**config.mk**
```make
export PLATFORM = sky130hd
export DESIGN_NAME = stack_pop_seq
export DESIGN_NICKNAME = d
export VERILOG_FILES = /design/src/rtl/stack_pop_pkg.sv /design/src/rtl/pop_ctrl.sv /design/src/rtl/pop_ptr.sv /design/src/rtl/pop_wrfmt.sv /design/src/rtl/stack_pop_seq.sv
export SDC_FILE = /design/constraint.sdc
export NUM_CORES = 1
export LEC_CHECK = 0
export CORE_ASPECT_RATIO = 0.75
export CORE_MARGIN = 1
export CORE_UTILIZATION = 62
export CTS_CLUSTER_DIAMETER = 120
export DETAILED_ROUTE_END_ITERATION = 7
export DONT_BUFFER_PORTS = 1
export HOLD_SLACK_MARGIN = 0.1
export PLACE_DENSITY_LB_ADDON = 0.05
export SYNTH_ARGS = -nofsm -noshare
export SYNTH_HDL_FRONTEND = slang
export SYNTH_HIERARCHICAL = 1
export SYNTH_SLANG_ARGS = --single-unit
```
**constraint.sdc**
```tcl
create_clock -name clk -period 2.4 [get_ports clk]
set_input_delay 0.12 -clock clk [delete_from_list [all_inputs] [get_ports clk]]
set_output_delay 0.12 -clock clk [all_outputs]
set_load 0.1 [all_outputs]
```
**src/rtl/stack_pop_pkg.sv**
```systemverilog
package stack_pop_pkg;

  localparam int unsigned NSLOT     = 8;
  localparam int unsigned SLOT_W    = 3;
  localparam int unsigned SKIP_SLOT = 3;

  typedef enum logic [1:0] {
    ST_IDLE  = 2'd0,
    ST_ISSUE = 2'd1,
    ST_WAIT  = 2'd2,
    ST_DONE  = 2'd3
  } pop_state_t;

  typedef logic [SLOT_W-1:0] slot_t;

  // bytes consumed by one slot for the given mode and register width
  function automatic int unsigned slot_bytes(input logic full, input int unsigned xlen);
    return full ? (xlen / 8) : (xlen / 16);
  endfunction

  // bytes consumed by a complete operation
  function automatic int unsigned frame_bytes(input logic full, input int unsigned xlen);
    return NSLOT * slot_bytes(full, xlen);
  endfunction

  // destination register for a slot (slots run from the highest index down)
  function automatic logic [2:0] reg_of_slot(input slot_t s);
    return 3'(NSLOT - 1) - s;
  endfunction

  // slot holding the saved stack pointer
  function automatic logic is_sp_slot(input slot_t s);
    return s == slot_t'(SKIP_SLOT);
  endfunction

endpackage

```
**src/rtl/pop_ctrl.sv**
```systemverilog
module pop_ctrl
  import stack_pop_pkg::*;
(
  input  logic  clk,
  input  logic  rst,
  input  logic  start_i,
  input  logic  full_i,
  output logic  accept_o,
  output logic  issue_o,
  output logic  capture_o,
  output logic  skip_o,
  output logic  full_o,
  output slot_t slot_o,
  output logic  busy_o,
  output logic  done_o
);

  pop_state_t state_q;
  slot_t      slot_q;
  logic       full_q;
  logic       last_slot;

  assign last_slot = (slot_q == slot_t'(NSLOT - 1));
  assign accept_o  = (state_q == ST_IDLE) && start_i;
  assign issue_o   = (state_q == ST_ISSUE);
  assign capture_o = (state_q == ST_WAIT);
  assign skip_o    = is_sp_slot(slot_q);
  assign done_o    = (state_q == ST_DONE);
  assign busy_o    = (state_q != ST_IDLE);
  assign full_o    = full_q;
  assign slot_o    = slot_q;

  always_ff @(posedge clk) begin
    if (rst) begin
      state_q <= ST_IDLE;
      slot_q  <= '0;
      full_q  <= 1'b0;
    end else begin
      unique case (state_q)
        ST_IDLE: begin
          if (start_i) begin
            state_q <= ST_ISSUE;
            slot_q  <= '0;
            full_q  <= full_i;
          end
        end
        ST_ISSUE: state_q <= ST_WAIT;
        ST_WAIT: begin
          if (last_slot) begin
            state_q <= ST_DONE;
          end else begin
            slot_q  <= slot_q + slot_t'(1);
            state_q <= ST_ISSUE;
          end
        end
        ST_DONE: state_q <= ST_IDLE;
        default: state_q <= ST_IDLE;
      endcase
    end
  end


  size_hold_chk: assert property (@(posedge clk) disable iff (rst)
    (busy_o && $past(busy_o)) |-> $stable(full_q));


  done_pulse_chk: assert property (@(posedge clk) disable iff (rst)
    done_o |=> (!done_o && !busy_o));


  issue_capture_chk: assert property (@(posedge clk) disable iff (rst)
    issue_o |=> (capture_o && !issue_o));


  reset_idle_chk: assert property (@(posedge clk)
    rst |=> (!busy_o && !done_o));

endmodule

```
**src/rtl/pop_ptr.sv**
```systemverilog
module pop_ptr
  import stack_pop_pkg::*;
#(
  parameter int unsigned AW   = 32,
  parameter int unsigned XLEN = 32
) (
  input  logic          clk,
  input  logic          rst,
  input  logic          accept_i,
  input  logic          advance_i,
  input  logic          full_i,
  input  logic          done_i,
  input  logic [AW-1:0] sp_i,
  output logic [AW-1:0] sp_o
);

  logic [AW-1:0] sp_q;
  logic [AW-1:0] base_q;
  logic [AW-1:0] step;

  assign step = AW'(slot_bytes(full_i, XLEN));
  assign sp_o = sp_q;

  always_ff @(posedge clk) begin
    if (rst) begin
      sp_q   <= '0;
      base_q <= '0;
    end else if (accept_i) begin
      sp_q   <= sp_i;
      base_q <= sp_i;
    end else if (advance_i) begin
      sp_q <= sp_q + step;
    end
  end


  final_sp_chk: assert property (@(posedge clk) disable iff (rst)
    done_i |-> (sp_q == base_q + AW'(frame_bytes(full_i, XLEN))));


  sp_moves_chk: assert property (@(posedge clk) disable iff (rst)
    advance_i |=> (sp_q != $past(sp_q)));

endmodule

```
**src/rtl/pop_wrfmt.sv**
```systemverilog
module pop_wrfmt
  import stack_pop_pkg::*;
#(
  parameter int unsigned XLEN = 32
) (
  input  logic                 clk,
  input  logic                 rst,
  input  logic                 capture_i,
  input  logic                 skip_i,
  input  logic                 full_i,
  input  slot_t                slot_i,
  input  logic [XLEN-1:0]      rdata_i,
  output logic                 rf_we_o,
  output logic [2:0]           rf_idx_o,
  output logic [XLEN-1:0]      rf_wdata_o,
  output logic [XLEN/8-1:0]    rf_be_o
);

  localparam int unsigned NB = XLEN / 8;

  assign rf_we_o  = capture_i && !skip_i;
  assign rf_idx_o = reg_of_slot(slot_i);

  for (genvar g = 0; g < NB; g++) begin : g_lane
    localparam bit LOW_HALF = (g < NB / 2);
    assign rf_be_o[g]          = full_i || LOW_HALF;
    assign rf_wdata_o[8*g +: 8] = rf_be_o[g] ? rdata_i[8*g +: 8] : 8'h00;
  end


  no_sp_write_chk: assert property (@(posedge clk) disable iff (rst)
    rf_we_o |-> (rf_idx_o != 3'd4));


  half_lanes_chk: assert property (@(posedge clk) disable iff (rst)
    (rf_we_o && !full_i) |-> ($countones(rf_be_o) == NB / 2 && rf_be_o[0]));


  full_lanes_chk: assert property (@(posedge clk) disable iff (rst)
    (rf_we_o && full_i) |-> (&rf_be_o));

endmodule

```
**src/rtl/stack_pop_seq.sv**
```systemverilog
module stack_pop_seq
  import stack_pop_pkg::*;
#(
  parameter int unsigned AW   = 32,
  parameter int unsigned XLEN = 32
) (
  input  logic              clk,
  input  logic              rst,
  input  logic              start_i,
  input  logic              full_i,
  input  logic [AW-1:0]     sp_i,
  output logic              mem_req_o,
  output logic [AW-1:0]     mem_addr_o,
  input  logic [XLEN-1:0]   mem_rdata_i,
  output logic              rf_we_o,
  output logic [2:0]        rf_idx_o,
  output logic [XLEN-1:0]   rf_wdata_o,
  output logic [XLEN/8-1:0] rf_be_o,
  output logic [AW-1:0]     sp_o,
  output logic              busy_o,
  output logic              done_o
);

  logic  accept;
  logic  issue;
  logic  capture;
  logic  skip;
  logic  full_q;
  slot_t slot;
  logic [AW-1:0] sp_cur;

  pop_ctrl u_ctrl (
    .clk       (clk),
    .rst       (rst),
    .start_i   (start_i),
    .full_i    (full_i),
    .accept_o  (accept),
    .issue_o   (issue),
    .capture_o (capture),
    .skip_o    (skip),
    .full_o    (full_q),
    .slot_o    (slot),
    .busy_o    (busy_o),
    .done_o    (done_o)
  );

  pop_ptr #(.AW(AW), .XLEN(XLEN)) u_ptr (
    .clk       (clk),
    .rst       (rst),
    .accept_i  (accept),
    .advance_i (capture),
    .full_i    (full_q),
    .done_i    (done_o),
    .sp_i      (sp_i),
    .sp_o      (sp_cur)
  );

  pop_wrfmt #(.XLEN(XLEN)) u_wrfmt (
    .clk        (clk),
    .rst        (rst),
    .capture_i  (capture),
    .skip_i     (skip),
    .full_i     (full_q),
    .slot_i     (slot),
    .rdata_i    (mem_rdata_i),
    .rf_we_o    (rf_we_o),
    .rf_idx_o   (rf_idx_o),
    .rf_wdata_o (rf_wdata_o),
    .rf_be_o    (rf_be_o)
  );

  assign mem_req_o  = issue;
  assign mem_addr_o = sp_cur;
  assign sp_o       = sp_cur;


  idle_quiet_chk: assert property (@(posedge clk) disable iff (rst)
    !busy_o |-> (!rf_we_o && !mem_req_o));


  no_back_to_back_chk: assert property (@(posedge clk) disable iff (rst)
    mem_req_o |=> !mem_req_o);

endmodule

```
==> impl_metrics.py, run 1 <==
metrics = {
    "outcome": {
        "status": "finished, final reports clean",
    },
    "logic_synthesis": {
        "async_flop_share_pct": 0,
        "synth_area_leader_cell": "dfxtp_1",
        "synth_cells": 323,
        "synth_top_area_share_pct": 27.97,
        "syn_area_um2": 2720,
        "synth_edf_count": 0,
        "ys.warnings.count": 6,
        "yosysSeqAreaShare_pct": 27.97,
        "synth.avg_cell_area_um2": 8.421,
        "synth.distinct_cells": 46,
        "synthTopCellsByArea": "dfxtp_1, buf_4, xnor2_1, nor2_1, a211oi_1",
        "ys_ff_latch": 38,
        "ys.flop_type": "dfxtp_1",
    },
    "critical_path": {
        "critPathTopFamily": "simple AND/OR/NAND/NOR gates",
        "rr_worst_depth": 7,
        "path_cells": "and2b_2 -> nand4_2 -> nor3_2 -> xor2_1 -> nand2_1 -> a21oi_1 -> dlygate4sd3_1",
        "cp_data_arrival_time_ns": 2.48,
        "cp-end-kind": "register",
        "path_buf_inv": 1,
        "cpMaxStageDelayCell": "dlygate4sd3_1",
        "cp.required_ns": 2.63,
        "path_depth": 7,
        "cp_slowest_stage_delay_ns": 0.55,
        "crit_type": "register to register",
        "crit_fanout": 8,
        "setup.worst_path.start_class": "register",
    },
    "placed_design": {
        "portBuffers": 0,
        "dp_hpwl_um": 4492,
        "preCtsSetupSlack_ns": 0.3471,
        "finalWeightedCongestion": 0.8311,
    },
    "power_and_ir_drop": {
        "p_sw_share_pct": 52.18,
        "seq_power_share_pct": 32.7,
        "power_density_nw_per_um2": 730.3,
        "p_sw_uw": 1189,
        "internal_power_uw": 1089,
        "pwr-share-clk_pct": 19.1,
        "ir_drop_mv": 0.5094,
        "combPwrFrac_pct": 48.2,
        "leakage_uw": 0.001195,
    },
    "job": {
        "max-cap-violations": 0,
    },
    "timing": {
        "tightest_slew_ns": 0.8250,
        "slew_violations": 0,
        "relSlewSlack_pct": 44.94,
        "setup_viol": 0,
        "post-route-min-period_ns": 2.251,
        "finClkSkew_ns": 0.007809,
        "worst_slack_ns": 0.1486,
        "tns_ns": 0,
        "timing.final.crit_share_pct": 93.81,
        "max_freq_ghz": 0.4442,
        "rsz0062_at_grt": "no",
        "hold_viol_final": 0,
    },
    "finish": {
        "drive_gt1_share_pct": 35.69,
        "antennaDiodeCount": 0,
        "mostFrequentLayoutCells": "buf_4, nor2_1, dfxtp_2, dlygate4sd3_1, nand2_1",
        "fin_nets": 414,
        "layout.cells.most_common": "buf_4",
        "syn_to_final_growth_pct": 14.67,
    },
    "worst_hold_path": {
        "holdCritPathClass": "primary input to register",
        "holdPathStages": 2,
    },
    "clock_network": {
        "cts_tree": "yes",
        "clock_sinks": 38,
        "cts_buffers": 5,
        "cts_root_buf": "clkbuf_8",
        "ctsLongestPathBuffers": 2,
        "path_clk_slew_ns": 0.07,
        "cts_max_level": 2,
        "clk_latency_ns": 0.29,
    },
    "global_route": {
        "grt_usage_pct": 28.28,
        "grt_overflow_total": 0,
        "antenna_found_initial": 0,
        "grt_pass1_vias": 2075,
        "grt_pass1_wl_um": 9963,
        "grt_max_degree": 40,
    },
    "drt": {
        "antenna_left": 0,
        "drc": 0,
        "vias": 2245,
        "drtPass1Iterations": 4,
        "drt_wl_total_um": 6526,
        "drt-wirelength-per-cell_um": 16.56,
        "via_per_inst": 5.698,
        "drtIter0Drc": 121,
    },
    "floorplan": {
        "die_area_um2": 4659,
        "io_pins": 175,
        "core_area_um2": 4129,
        "initial_core_util_pct": 65.88,
        "die_w_um": 78.49,
        "die_h_um": 59.36,
        "num_rows": 20,
    },
}
## synth_stat cells (2+ instances only)
library cell  number
a31oi_1            3
buf_6              4
nor2_1            34
o21bai_1           4
nor3_1             2
ha_1               5
and4_1             3
buf_4             53
or2_2              2
inv_1             10
mux2i_1            6
nand3_1            7
clkbuf_1           8
nand2_1           24
nor4_2             7
xor2_1             5
xnor2_1           23
and4_4             2
a21oi_1           14
nand4_1            5
dfxtp_1           38
and3_1             3
and2_2            13
or3_1              2
o22ai_1            3
and2_1             4
nor3_2             6
and2b_2            2
a211oi_1          14
## state kept, by name, indices dropped and copies added, names as in the netlist
register / cells
u_ctrl/slot_o: 3
u_ctrl/full_o: 1
u_ptr/sp_o: 32
u_ctrl/state_q: 2
## kinds of logic (layout without fill, tap and decap cells)
| logic type | count (synthesis) | after routing | share of synthesized area [%] |
|---|---|---|---|
| other | 1 | 2 | 0.1379 |
| XOR/XNOR | 28 | 28 | 9.015 |
| AND/OR/NAND/NOR | 126 | 126 | 28.84 |
| flip-flops | 38 | 38 | 27.97 |
| AO/OA/AOI/OAI | 41 | 41 | 9.706 |
| buffers and inverters | 77 | 92 | 19.09 |
| multiplexers | 6 | 6 | 2.208 |
| adder cells (fa/ha/maj) | 6 | 6 | 3.036 |
## what timing repair did
item	4_1_cts	5_1_grt
setup buffers	0	0
hold buffers	35	0
resized for setup	0	1
endpoints found under the setup margin	0	1
hold endpoints to repair	38	0
## metrics by stage
stage	utilization (%)	instance area [µm²]	hold slack, ns	instances	total power [µW]
6_report	75.55	3119	0.1214	394	2278
5_1_grt	75.55	3119	0.1270	394	2350
4_1_cts	75.52	3118	0.1109	394	2277
3_5_place_dp	64.79	2675	0.1902	353	1792
3_3_place_gp	64.79	2675	0.1889	353	1785
2_1_floorplan	-	2738	0.1891	324	1862
## per-layer routing
| layer | GRT usage [%] | routed length [µm] | vias up |
|---|---|---|---|
| li1 | - | - | 1079 |
| met1 | 38.33 | 3022 | 1033 |
| met2 | 42.86 | 2864 | 109 |
| met3 | 6.923 | 453 | 24 |
| met4 | 12.96 | 186 | 0 |
| met5 | 0 | 0 | - |
## area by class of cell
type	count	area, µm²
Clock buffer	6	82.58
Multi-Input combinational cell	209	1446
Timing Repair Buffer	76	680.7
Inverter	10	37.54
Tap cell	55	68.82
Sequential cell	38	803.3
Fill cell	317	1010
## path summary, 6_finish.rpt
kind / start / endpoint / slack [ns]
worst max-delay path: u_ctrl/state_q[0] / u_ptr/sp_o[10] / 0.15
worst min-delay path: rst / u_ctrl/full_o / 0.12
worst max register to register: u_ctrl/state_q[0] / u_ptr/sp_o[10] / 0.15
worst min register to register: u_ctrl/slot_o[2] / u_ctrl/slot_o[2] / 0.52
## power groups by stage
stage                     Clock (µW)  Sequential [µW]  Combinational, µW
after floorplan                    0             1070                797
after global placement             0              756               1030
after detailed placement           0              757               1030
after CTS                        441              743               1090
after global routing             467              752               1130
final                            436              745               1100
(Power assumes the default switching activity.)
==> run 2, diff against run 1 <==
CORE_UTILIZATION = 58   (was 62)
clock period = 1.85 ns   (was 2.4 ns; I/O delays follow)
==> run 2 against run 1 <==
- combinational power is 38% higher
- clock-buffer cell count is 1 higher
- final cell count is 12% higher
- critical endpoint is now u_ptr/sp_o[9]
==> impl_metrics.py, run 2 (synthesized netlist as in run 1, its figures left out) <==
metrics = {
    "outcome": {
        "status": "finished, final reports clean",
    },
    "worst_hold_path": {
        "worst_hold_path.endpoint": "rf_wdata_o[0]",
        "hp-start": "mem_rdata_i[0]",
        "holdPathStages": 0,
        "holdCritPathClass": "primary input to output pin",
    },
    "critical_path": {
        "path_cells": "inv_2 -> ha_4 -> fa_2 -> and4_4 -> buf_4 -> nand2_4 -> nor2_1 -> xnor2_1 -> a211oi_1",
        "crit_fanout": 5,
        "path_buf_inv": 2,
        "cp_slowest_stage_delay_ns": 0.36,
        "cpMaxStageDelayCell": "dfxtp_4",
        "r2r_end": "u_ptr/sp_o[9]",
        "rr_worst_depth": 9,
        "r2r_slack_ns": 0.01,
        "crit_type": "register to register",
        "cp-end-kind": "register",
        "r2r_start": "u_ctrl/full_o",
        "setup.worst_path.start_class": "register",
        "cp.required_ns": 2.05,
        "cp_data_arrival_time_ns": 2.04,
        "critPathTopFamily": "adder cells",
    },
    "timing": {
        "slew_violations": 0,
        "hold_viol_final": 0,
        "worst_slack_ns": 0.009807,
        "max_freq_ghz": 0.5434,
        "timing.final.crit_share_pct": 99.47,
        "rsz0062_at_grt": "yes",
        "relSlewSlack_pct": 59.59,
        "tns_ns": 0,
        "setup_viol": 0,
        "tightest_slew_ns": 0.6061,
        "finClkSkew_ns": 0.008479,
        "post-route-min-period_ns": 1.840,
    },
    "placed_design": {
        "preCtsSetupSlack_ns": -0.05205,
        "portBuffers": 0,
        "finalWeightedCongestion": 0.7696,
        "dp_hpwl_um": 4712,
    },
    "clock_network": {
        "ctsLongestPathBuffers": 2,
        "clk_latency_ns": 0.29,
        "cts_root_buf": "clkbuf_8",
        "clock_sinks": 38,
        "cts_max_level": 2,
        "path_clk_slew_ns": 0.07,
        "cts_tree": "yes",
        "cts_buffers": 5,
    },
    "power_and_ir_drop": {
        "power_density_nw_per_um2": 821.2,
        "ir_drop_mv": 0.5989,
        "leakage_uw": 0.001585,
        "p_total_uw": 3063,
    },
    "finish": {
        "fin_nets": 456,
        "mostFrequentLayoutCells": "buf_4, dlygate4sd3_1, nor2_1, nand2_1, xnor2_1",
        "syn_to_final_growth_pct": 37.12,
        "layout.cells.most_common": "buf_4",
        "antennaDiodeCount": 0,
        "drive_gt1_share_pct": 44.65,
        "largest_reg_flops": 32,
    },
    "global_route": {
        "grt_pass1_vias": 2092,
        "grt_usage_pct": 27.84,
        "antenna_found_initial": 0,
        "grt_pass1_wl_um": 10250,
        "grt_max_degree": 42,
        "grt_overflow_total": 0,
    },
    "drt": {
        "drtIter0Drc": 150,
        "drc": 0,
        "drt-wirelength-per-cell_um": 17.18,
        "vias": 2462,
        "drt_wl_total_um": 7561,
        "drtPass1Iterations": 4,
        "via_per_inst": 5.595,
        "antenna_left": 0,
    },
    "job": {
        "max-cap-violations": 0,
    },
    "floorplan": {
        "die_h_um": 61.31,
        "die_area_um2": 4970,
        "core_area_um2": 4493,
        "io_pins": 175,
        "die_w_um": 81.08,
        "initial_core_util_pct": 60.54,
        "num_rows": 21,
    },
}
==> run 2: cell types whose count changed in the layout (fill, tap and decap cells not counted), moves of 2 or more <==
cell | previous run | this run
buf_6 | 0 | 2
buf_4 | 40 | 70
dfxtp_4 | 0 | 21
ha_1 | 5 | 3
dfxtp_2 | 34 | 13
nor4_2 | 7 | 1
buf_12 | 2 | 9
nor4_4 | 0 | 6
ha_4 | 0 | 2
==> run 2: cell type report <==
type | instances | area [µm²]
inverter | 10 | 37.54
multi-input combinational | 210 | 1582
fill | 273 | 763.2
sequential | 38 | 855.8
tap | 57 | 71.32
clock buffer | 7 | 86.33
timing repair buffer | 117 | 1092
clock inverter | 1 | 5.005
==> run 2: per-layer routing <==
layer | routed length (µm) | track usage [%]
met3 | 588 | 8.000
met4 | 222 | 14.03
met5 | 0 | 0
met2 | 3544 | 43.46
met1 | 3205 | 35.64
==> run 2: power breakdown <==
group	total (µW)	leakage [µW]	internal (µW)	switching (µW)
Clock	602	0.0000482	301	301
Combinational	1520	0.00120	290	1230
Sequential	945	0.000332	880	65.6
==> run 2: metrics by stage <==
| stage | instance area [µm²] | util, % | hold WS [ns] | instances |
|---|---|---|---|---|
| 2_1_floorplan | 2855 | - | 0.1552 | 324 |
| 3_3_place_gp | 3075 | 68.45 | 0.1597 | 386 |
| 3_5_place_dp | 3075 | 68.45 | 0.1622 | 386 |
| 4_1_cts | 3548 | 78.98 | 0.1857 | 430 |
| 5_1_grt | 3730 | 83.01 | 0.1851 | 440 |
| 6_report | 3730 | 83.01 | 0.1850 | 440 |
==> run 2: worst max-delay path by stage <==
stage / startpoint / to / slack, ns / cells after the start
floorplan: u_ptr/sp_o[1] / u_ptr/sp_o[27] / -0.16 / 8
global placement: u_ctrl/full_o / u_ptr/sp_o[26] / -0.02 / 7
detailed placement: u_ctrl/full_o / u_ptr/sp_o[27] / -0.05 / 8
CTS: u_ctrl/full_o / u_ptr/sp_o[14] / 0.01 / 9
global route: u_ctrl/full_o / u_ptr/sp_o[18] / -0.06 / 8
finish: u_ctrl/full_o / u_ptr/sp_o[9] / 0.01 / 9
==> run 2: what timing repair did <==
action	in CTS	in global routing
setup endpoints to repair	24	24
pin swaps	1	15
cloned	0	1
endpoints found under the hold margin	38	0
hold buffers	36	0
setup buffers	0	9
resized for setup	3	14
==> run 2: worst register-to-register path, cell delays in order (launching register included) <==
cell	delay, ns
dfxtp_4	0.36
inv_2	0.04
ha_4	0.15
fa_2	0.34
and4_4	0.18
buf_4	0.14
nand2_4	0.11
nor2_1	0.08
xnor2_1	0.12
a211oi_1	0.22
